--- src/rtl/oscan1_demux_pkg.sv ---
package oscan1_demux_pkg;

  localparam int unsigned SLOTS_PER_PKT = 3;
  localparam int unsigned SLOT_W = $clog2(SLOTS_PER_PKT);

  // Slot order is behaviour: data-in, then mode select, then data-out.
  typedef enum logic [SLOT_W-1:0] {
    SLOT_DIN  = 2'd0,
    SLOT_MSEL = 2'd1,
    SLOT_DOUT = 2'd2
  } slot_e;

  typedef struct packed {
    logic tdi;
    logic tms;
    logic tdo;
    logic tdi_ok;
    logic tdo_ok;
  } scan_beat_t;

endpackage

--- src/rtl/o1d_slot_seq.sv ---
module o1d_slot_seq
  import oscan1_demux_pkg::*;
(
  input  logic  clk,
  input  logic  rst_n,
  input  logic  edge_i,
  input  logic  pkt_mode_i,
  output slot_e slot_o,
  output logic  entry_o
);

  logic  mode_q;
  slot_e slot_q;
  slot_e slot_nx;

  // A rising mode flag re-seeds the sequence at the mode-select slot.
  assign entry_o = pkt_mode_i & ~mode_q;
  assign slot_o  = entry_o ? SLOT_MSEL : slot_q;

  always_comb begin
    case (slot_o)
      SLOT_DIN:  slot_nx = SLOT_MSEL;
      SLOT_MSEL: slot_nx = SLOT_DOUT;
      default:   slot_nx = SLOT_DIN;
    endcase
  end

  always_ff @(posedge clk or negedge rst_n) begin
    if (!rst_n) begin
      mode_q <= 1'b0;
      slot_q <= SLOT_DIN;
    end else begin
      mode_q <= pkt_mode_i;
      if (!pkt_mode_i)
        slot_q <= SLOT_DIN;
      else if (edge_i)
        slot_q <= slot_nx;
      else
        slot_q <= slot_o;
    end
  end

  AST_SLOT_WRAP: assert property (@(posedge clk) disable iff (!rst_n)
    (edge_i && pkt_mode_i && slot_o == SLOT_DOUT) |=> (slot_q == SLOT_DIN));
  AST_ENTRY_SEED: assert property (@(posedge clk) disable iff (!rst_n)
    (entry_o && !edge_i) |=> (slot_q == SLOT_MSEL || !pkt_mode_i));
  AST_ENTRY_WITH_EDGE: assert property (@(posedge clk) disable iff (!rst_n)
    (entry_o && edge_i) |=> (slot_q == SLOT_DOUT || !pkt_mode_i));

endmodule

--- src/rtl/o1d_field_latch.sv ---
module o1d_field_latch
  import oscan1_demux_pkg::*;
#(
  parameter bit INVERT_DIN = 1'b1
) (
  input  logic  clk,
  input  logic  rst_n,
  input  logic  edge_i,
  input  logic  pkt_mode_i,
  input  logic  entry_i,
  input  slot_e slot_i,
  input  logic  line_i,
  output logic  din_hold_o,
  output logic  msel_hold_o,
  output logic  din_seen_o
);

  logic din_bit;

  generate
    if (INVERT_DIN) begin : g_inv
      assign din_bit = ~line_i;
    end else begin : g_pass
      assign din_bit = line_i;
    end
  endgenerate

  always_ff @(posedge clk or negedge rst_n) begin
    if (!rst_n) begin
      din_hold_o  <= 1'b0;
      msel_hold_o <= 1'b0;
      din_seen_o  <= 1'b0;
    end else if (!pkt_mode_i) begin
      din_hold_o  <= 1'b0;
      msel_hold_o <= 1'b0;
      din_seen_o  <= 1'b0;
    end else begin
      if (entry_i) begin
        din_hold_o <= 1'b0;
        din_seen_o <= 1'b0;
      end
      if (edge_i) begin
        case (slot_i)
          SLOT_DIN: begin
            din_hold_o <= din_bit;
            din_seen_o <= 1'b1;
          end
          SLOT_MSEL: msel_hold_o <= line_i;
          default: begin
            din_hold_o <= 1'b0;
            din_seen_o <= 1'b0;
          end
        endcase
      end
    end
  end

  AST_DIN_CAPTURED: assert property (@(posedge clk) disable iff (!rst_n)
    (edge_i && pkt_mode_i && slot_i == SLOT_DIN) |=> din_seen_o);
  AST_EXIT_CLEARS: assert property (@(posedge clk) disable iff (!rst_n)
    !pkt_mode_i |=> !din_seen_o);

endmodule

--- src/rtl/o1d_out_stage.sv ---
module o1d_out_stage
  import oscan1_demux_pkg::*;
(
  input  logic       clk,
  input  logic       rst_n,
  input  logic       edge_i,
  input  logic       pkt_mode_i,
  input  slot_e      slot_i,
  input  logic       line_i,
  input  logic       din_hold_i,
  input  logic       msel_hold_i,
  input  logic       din_seen_i,
  output logic       beat_o,
  output scan_beat_t bits_o
);

  logic fire_pkt;
  logic fire_raw;

  assign fire_pkt = edge_i & pkt_mode_i & (slot_i == SLOT_DOUT);
  assign fire_raw = edge_i & ~pkt_mode_i;

  always_ff @(posedge clk or negedge rst_n) begin
    if (!rst_n) begin
      beat_o <= 1'b0;
      bits_o <= '0;
    end else begin
      beat_o <= fire_pkt | fire_raw;
      if (fire_pkt) begin
        bits_o.tdi    <= din_hold_i & din_seen_i;
        bits_o.tms    <= msel_hold_i;
        bits_o.tdo    <= line_i;
        bits_o.tdi_ok <= din_seen_i;
        bits_o.tdo_ok <= 1'b1;
      end else if (fire_raw) begin
        bits_o.tdi    <= 1'b0;
        bits_o.tms    <= line_i;
        bits_o.tdo    <= 1'b0;
        bits_o.tdi_ok <= 1'b0;
        bits_o.tdo_ok <= 1'b0;
      end
    end
  end

  AST_BEAT_FROM_EDGE: assert property (@(posedge clk) disable iff (!rst_n)
    beat_o |-> $past(edge_i));
  AST_HOLD_FIELDS: assert property (@(posedge clk) disable iff (!rst_n)
    !beat_o |-> $stable(bits_o));
  AST_RAW_INVALID: assert property (@(posedge clk) disable iff (!rst_n)
    (beat_o && !bits_o.tdo_ok) |-> (!bits_o.tdi && !bits_o.tdo && !bits_o.tdi_ok));
  AST_NO_MIDPKT_BEAT: assert property (@(posedge clk) disable iff (!rst_n)
    (edge_i && pkt_mode_i && slot_i != SLOT_DOUT) |=> !beat_o);

endmodule

--- src/rtl/oscan1_demux.sv ---
module oscan1_demux
  import oscan1_demux_pkg::*;
#(
  parameter bit INVERT_DIN = 1'b1
) (
  input  logic clk,
  input  logic rst_n,
  input  logic tckc_rise,
  input  logic tmsc_lvl,
  input  logic link_oscan1,
  output logic adv_strobe,
  output logic tdi_o,
  output logic tms_o,
  output logic tdo_o,
  output logic tdi_ok,
  output logic tdo_ok
);

  slot_e      slot_w;
  logic       entry_w;
  logic       din_hold_w;
  logic       msel_hold_w;
  logic       din_seen_w;
  scan_beat_t beat_bits;

  o1d_slot_seq u_seq (
    .clk        (clk),
    .rst_n      (rst_n),
    .edge_i     (tckc_rise),
    .pkt_mode_i (link_oscan1),
    .slot_o     (slot_w),
    .entry_o    (entry_w)
  );

  o1d_field_latch #(
    .INVERT_DIN (INVERT_DIN)
  ) u_latch (
    .clk         (clk),
    .rst_n       (rst_n),
    .edge_i      (tckc_rise),
    .pkt_mode_i  (link_oscan1),
    .entry_i     (entry_w),
    .slot_i      (slot_w),
    .line_i      (tmsc_lvl),
    .din_hold_o  (din_hold_w),
    .msel_hold_o (msel_hold_w),
    .din_seen_o  (din_seen_w)
  );

  o1d_out_stage u_out (
    .clk         (clk),
    .rst_n       (rst_n),
    .edge_i      (tckc_rise),
    .pkt_mode_i  (link_oscan1),
    .slot_i      (slot_w),
    .line_i      (tmsc_lvl),
    .din_hold_i  (din_hold_w),
    .msel_hold_i (msel_hold_w),
    .din_seen_i  (din_seen_w),
    .beat_o      (adv_strobe),
    .bits_o      (beat_bits)
  );

  assign tdi_o  = beat_bits.tdi;
  assign tms_o  = beat_bits.tms;
  assign tdo_o  = beat_bits.tdo;
  assign tdi_ok = beat_bits.tdi_ok;
  assign tdo_ok = beat_bits.tdo_ok;

  AST_QUIET_NO_BEAT: assert property (@(posedge clk) disable iff (!rst_n)
    !tckc_rise |=> !adv_strobe);
  AST_PKT_TDO_VALID: assert property (@(posedge clk) disable iff (!rst_n)
    (adv_strobe && tdo_ok) |-> $past(link_oscan1));

endmodule

--- config.mk ---
export PLATFORM = sky130hd
export DESIGN_NAME = oscan1_demux
export DESIGN_NICKNAME = d
export VERILOG_FILES = /design/src/rtl/oscan1_demux_pkg.sv /design/src/rtl/o1d_slot_seq.sv /design/src/rtl/o1d_field_latch.sv /design/src/rtl/o1d_out_stage.sv /design/src/rtl/oscan1_demux.sv
export SDC_FILE = /design/constraint.sdc
export NUM_CORES = 1
export LEC_CHECK = 0
export CAP_MARGIN = 5
export CORE_AREA = 8 8 45 47
export DETAILED_ROUTE_END_ITERATION = 12
export DIE_AREA = 0 0 53 55
export HOLD_SLACK_MARGIN = 0.1
export PLACE_DENSITY = 0.65
export SKIP_LAST_GASP = 1
export SLEW_MARGIN = 10
export SYNTH_ARGS = -nofsm -noshare
export SYNTH_HDL_FRONTEND = slang
export SYNTH_SLANG_ARGS = --single-unit
--- constraint.sdc ---
create_clock -name clk -period 1.1 [get_ports clk]
set_input_delay 0.22 -clock clk [delete_from_list [all_inputs] [get_ports clk]]
set_output_delay 0.22 -clock clk [all_outputs]
set_load 0.01 [all_outputs]
Word-level counts from Yosys, hierarchy flattened:

Cells that the tools add are included.

* flip-flop bits (word level): 12
* input port bits: 5
* output and inout bits: 6

* eq/ne operators: 4
* multiplexer cells: 17
* bitwise gates (word level): 9
* reduce and logical (&&, ||, !) cells: 3

Operators by type and width (number)
* $mux W5: 2
* $mux W1: 9
* $mux W2: 3
* $and A1 B1 Y1: 5
* $pmux W1 S2: 2
* $pmux W2 S2: 1
* $not A1 Y1: 3
* $eq A2 B1 Y1 const B: 1
* $eq A2 B2 Y1 const B: 1
* $logic_not A2 Y1: 1
* $ne A2 B1 Y1 const B: 1
* $ne A2 B2 Y1 const B: 1
* $reduce_and A2 Y1: 1
* $reduce_bool A2 Y1: 1
* $or A1 B1 Y1: 1

Logic depth before layout (Yosys ltp):

* word-level depth: 7
* gate-level depth with buffers: 3
* gate-level depth less buffers: 3

Cells and area by module:

A second synthesis with hierarchy kept.

* cells, all modules: 53
* area total of the unflattened synthesis: 573.0 µm²

Modules (own cells, without submodules)
* o1d_out_stage: times used 1, cells each 23, area each 264.0 µm², sequential area each 150.1 µm²
* o1d_field_latch: times used 1, cells each 16, area each 160.2 µm², sequential area each 75.1 µm²
* o1d_slot_seq: times used 1, cells each 14, area each 148.9 µm², sequential area each 75.1 µm²

Worst setup path before layout:

OpenSTA, ideal clock, no wires.

* path kind: register -> register
* start: reg u_seq.slot_q[0]
* end: reg u_out.bits_o[3] (netlist name)
* arrival: 1044 ps
* slack: -35 ps
* cell stages (with the launch flop): 4
* path buffers: 0
* cells stage by stage: dfrtp_1 nand3b_1 or2_0 o221ai_1

* longest elaborated chain between the ends: 4
* elaborated cells between the ends (all ways): 5
* classes of those cells: eq/ne (1); mux (2); bitwise (1); reduce/logical (1)

Ends and longest elaborated chain
* from (decl): line o1d_slot_seq.sv:13 `slot_e slot_q;`
* from (signal assigned): line o1d_slot_seq.sv:37 `slot_q <= slot_nx;`
* from (signal assigned): line o1d_slot_seq.sv:39 `slot_q <= slot_o;`
* $mux W2 (*): line o1d_slot_seq.sv:18 `assign slot_o = entry_o ? SLOT_MSEL : slot_q;`
* $eq A2 B2 Y1 (*): line o1d_out_stage.sv:20 `assign fire_pkt = edge_i & pkt_mode_i & (slot_i == SLOT_DOUT);`
* $and A1 B1 Y1 (*): line o1d_out_stage.sv:20
* $mux W5 or $reduce_bool A2 Y1 (tied branches)
* to (decl): line o1d_out_stage.sv:14 `output scan_beat_t bits_o`

Every way passes the cells marked *; elsewhere a longest branch is shown, timed or not.
A chain may end at the register's enable or synchronous reset.

Final worst setup path:

* start: reg u_seq.slot_q[0]
* end: reg u_seq.slot_q[0]

* longest elaborated chain between the ends: 5
* elaborated cells between the ends (all ways): 6
* classes of those cells: eq/ne (1); mux (4); reduce/logical (1)

Ends and longest elaborated chain
* $mux W2 (*): line o1d_slot_seq.sv:18
* $eq A2 B1 Y1 or $logic_not A2 Y1 (tied branches): line o1d_slot_seq.sv:21 `case (slot_o)`
* $pmux W2 S2: line o1d_slot_seq.sv:21
* $mux W2 (*): line o1d_slot_seq.sv:36 `else if (edge_i)`
* $mux W2 (*): line o1d_slot_seq.sv:34 `if (!pkt_mode_i)`

Marks and branches as above.

==> impl_results.md <==
* Die area at 2920 sq um
* Crit path required time at 1.30 ns
* Vias in the first global route at 436
* Top delay family on crit path: simple AND/OR/NAND/NOR gates
* Post-DP HPWL at just under 800 um
* Internal power at 737 uW
* # diodes at 0
* CP Launch Type: register
* Vias per cell at 4.88
* Layout cells sized above 1 at ~38%
* Max Cap Viol at 0
* Post-route setup slack at -0.0589 ns
* GRT Util Overall at 8.11%
* Fin Clk Skew at ~0.0029 ns
* Setup Viol. Count Final at 5
* Inserted Clock Buffers at 3
* CP max stage delay at about 0.52 ns
* Max transition margin at 84.0%
* Root Driver: clkbuf_4
* DIE HEIGHT at 55 um
* Final hold slack at 0.183 ns
* Crit path DAT at 1.36 ns
* Buf/Inv on CP at 0
* Launch point of the worst reg-to-reg path: u_seq.slot_q[0]$_DFF_PN0_
* Leak at between 0.3 and 0.4 nW
* IO Pins at 11
* Initial antenna violation count at 0
* Grt ovf at 0
* Max stage delay cell, worst path: or4_1
* Worst Setup SP: u_seq.slot_q[0]$_DFF_PN0_
* Reg-to-reg setup timing slack at -0.06 ns
* Switching portion of total power at a little under a quarter
* Worst-path cell chain: or4_1 -> a21boi_1
* Maximum vdd drop at 645 uV
* Final-report hold violation count at 0
* Comb pwr share at about 14%
* WL final at 1020 um
* RePlAce Congestion at 0.738
* Crit path depth at 2
* Failing checks: setup timing
* Seq pwr share at 49.7%
* Synth Cell Area at 509 sq um
* CP Class: register to register
* R2R Path End: u_seq.slot_q[0]$_DFF_PN0_
* Core area at about 1400 sq um
* Wire length per cell at 11.0 um
* Via count at 454
* CP endpoint kind: register
* Switching Power at about 220 uW
* # rows at 14
* Place WS at -0.402 ns
* Min-Delay Path Class: input port to register
* Antenna-violating nets left at 0
* Final net count at 83
* Chip Width at 53 um
* CTS tree: built
* DR iter-0 viols at 2
* Synth Instances at 50
* Pwr dens at 1280 nW/um^2
* Syn. warnings at 0
* Register area share after synthesis at just under 60%
* FMAX at 863 MHz
* Layout area overhead at 47.2%
* Seq cells post-synth at 12
* Clock share of power at 36.2%
* Clock sink total at 12
* Clk slew on worst S/H paths at approximately 0.08 ns
* Distinct cell type count after synthesis at 19
* R2R depth at 2
* RSZ-0062 raised after global routing: true
* Pin count of the biggest net entering global routing at 13
* Clock Tree Buf Depth at 2
* Result of the run: finished, violations left
* Clk_lat worst skew at 0.27 ns
* # H-tree levels at 1
* First-pass GRT wire length at roughly 1700 um
* DRT Pass-1 Iters at 2
* Critical path endpoint: u_seq.slot_q[0]$_DFF_PN0_
* Mapped Nets at 55
* Minimum clock period at about 1.2 ns
* Initial Utilization at 36.8%
* Critical path fanouts, max at 5
* Drt drc at 0
* Avg Inst Size Synth at between 10 and 15 sq um
* Max-slew violations at 0
* Transition time at the pin with the least slew margin at roughly 0.24 ns
* Fin crit share at 105%
* Port bufs at 10
==> worst register-to-register path, cell delays in order, from the launching register on <==
cell	delay (ns)
dfrtp_1	0.41
or4_1	0.53
a21boi_1	0.16
==> how the worst min path moves through the flow <==
stage | start | to | slack, ns | cells after the start
finish | link_oscan1 | u_seq.mode_q$_DFF_PN0_ | 0.18 | 1
global route | link_oscan1 | u_seq.mode_q$_DFF_PN0_ | 0.19 | 1
CTS | rst_n | u_seq.slot_q[1]$_DFF_PN0_ | 0.24 | 2
detailed placement | u_out.bits_o[0]$_DFFE_PN0P_ | u_out.bits_o[0]$_DFFE_PN0P_ | 0.48 | 2
global placement | u_out.bits_o[0]$_DFFE_PN0P_ | u_out.bits_o[0]$_DFFE_PN0P_ | 0.48 | 2
floorplan | rst_n | u_latch.din_hold_o$_DFF_PN0_ | -0.08 | 0
==> metal layers <==
metal	share of wire [%]	vias to the layer above	wire length [um]	global-route usage, %
met2	46	13	470	12.7
met4	2.8	0	29	6.47
met3	6.3	5	64	2.67
met1	45	205	459	8.91
met5	0	-	0	0
li1	-	231	-	-
==> timing repair <==
action | CTS | global route
hold buffers | 0 | 0
pin swaps | 1 | 2
setup buffers | 4 | 1
gates resized for setup | 25 | 8
endpoints found under the setup margin | 13 | 11
==> Yosys cell counts <==
library cell   n  area [sq um]
a21oi_1        1          5.00
nor2b_1        2          12.5
inv_1          4          15.0
mux2i_1        1          10.0
a21boi_0       1          7.51
o221ai_1       1          8.76
dfrtp_1       12           300
or2b_1         1          7.51
nand3_1        1          5.00
o211ai_1       4          30.0
nand2_1        8          30.0
o21ai_0        6          30.0
or4_1          1          7.51
or2_0          1          6.26
nand3b_1       1          7.51
inv_2          1          3.75
a211oi_1       1          7.51
a21boi_1       1          7.51
nor2_1         2          7.51
==> power by group through the flow <==
stage / sequential (mW) / combinational [mW] / clock [mW]
final: 0.477 / 0.135 / 0.347
after CTS: 0.476 / 0.137 / 0.360
after global placement: 0.485 / 0.127 / 0
after floorplan: 0.489 / 0.0432 / 0
after global routing: 0.480 / 0.152 / 0.381
after detailed placement: 0.486 / 0.127 / 0
==> cell usage in the layout, fill, tap and decap left out, drive strengths merged <==
cell / synthesis / layout
buf: 0 / 17
dfrtp: 12 / 12
nand2: 8 / 8
o21ai: 6 / 6
clkbuf: 0 / 6
inv: 5 / 5
o211ai: 4 / 4
nor2b: 2 / 2
nor2: 2 / 2
clkdlybuf4s50: 0 / 2
a21boi: 2 / 2
or4: 1 / 1
nand3b: 1 / 1
or2: 1 / 1
or2b: 1 / 1
a211oi: 1 / 1
a21oi: 1 / 1
nand3: 1 / 1
o221ai: 1 / 1
mux2i: 1 / 1
dlymetal6s2s: 0 / 1
dlygate4sd2: 0 / 1
==> cell families (layout without fill, tap and decap cells) <==
group / Yosys count / count (layout) / synth area share, %
buffers and inverters: 5 / 32 / 3.68
and+or+nand+nor: 17 / 17 / 16.5
DFF: 12 / 12 / 59.0
AOI/OAI and AO/OA: 15 / 15 / 18.9
muxes: 1 / 1 / 1.97
==> through the flow <==
stage / util (%) / std cells / power [mW] / TNS, ns / instance area [sq um]
global placement: 49.8 / 84 / 0.612 / -3.08 / 689
CTS: 55.1 / 92 / 0.972 / -0.242 / 762
floorplan: - / 50 / 0.532 / -0.0163 / 509
finish: 54.2 / 93 / 0.959 / -0.121 / 749
detailed placement: 49.8 / 84 / 0.614 / -3.22 / 689
global route: 54.2 / 93 / 1.01 / -0.410 / 749
==> area by class of cell <==
class,count,area [sq um]
Fill cell,145,634
Sequential cell,12,300
Multi-Input combinational cell,33,205
Timing Repair Buffer,23,169
Clock buffer,4,36.3
Tap cell,16,20.0
Inverter,5,18.8
==> sequential cells by signal (all words and copies together) (netlist names) <==
register / flops
u_latch.din_hold_o: 1
u_latch.din_seen_o: 1
u_latch.msel_hold_o: 1
u_out.beat_o: 1
u_out.bits_o: 5
u_seq.mode_q: 1
u_seq.slot_q: 2
Note: power is estimated with default switching activity, not from simulation.
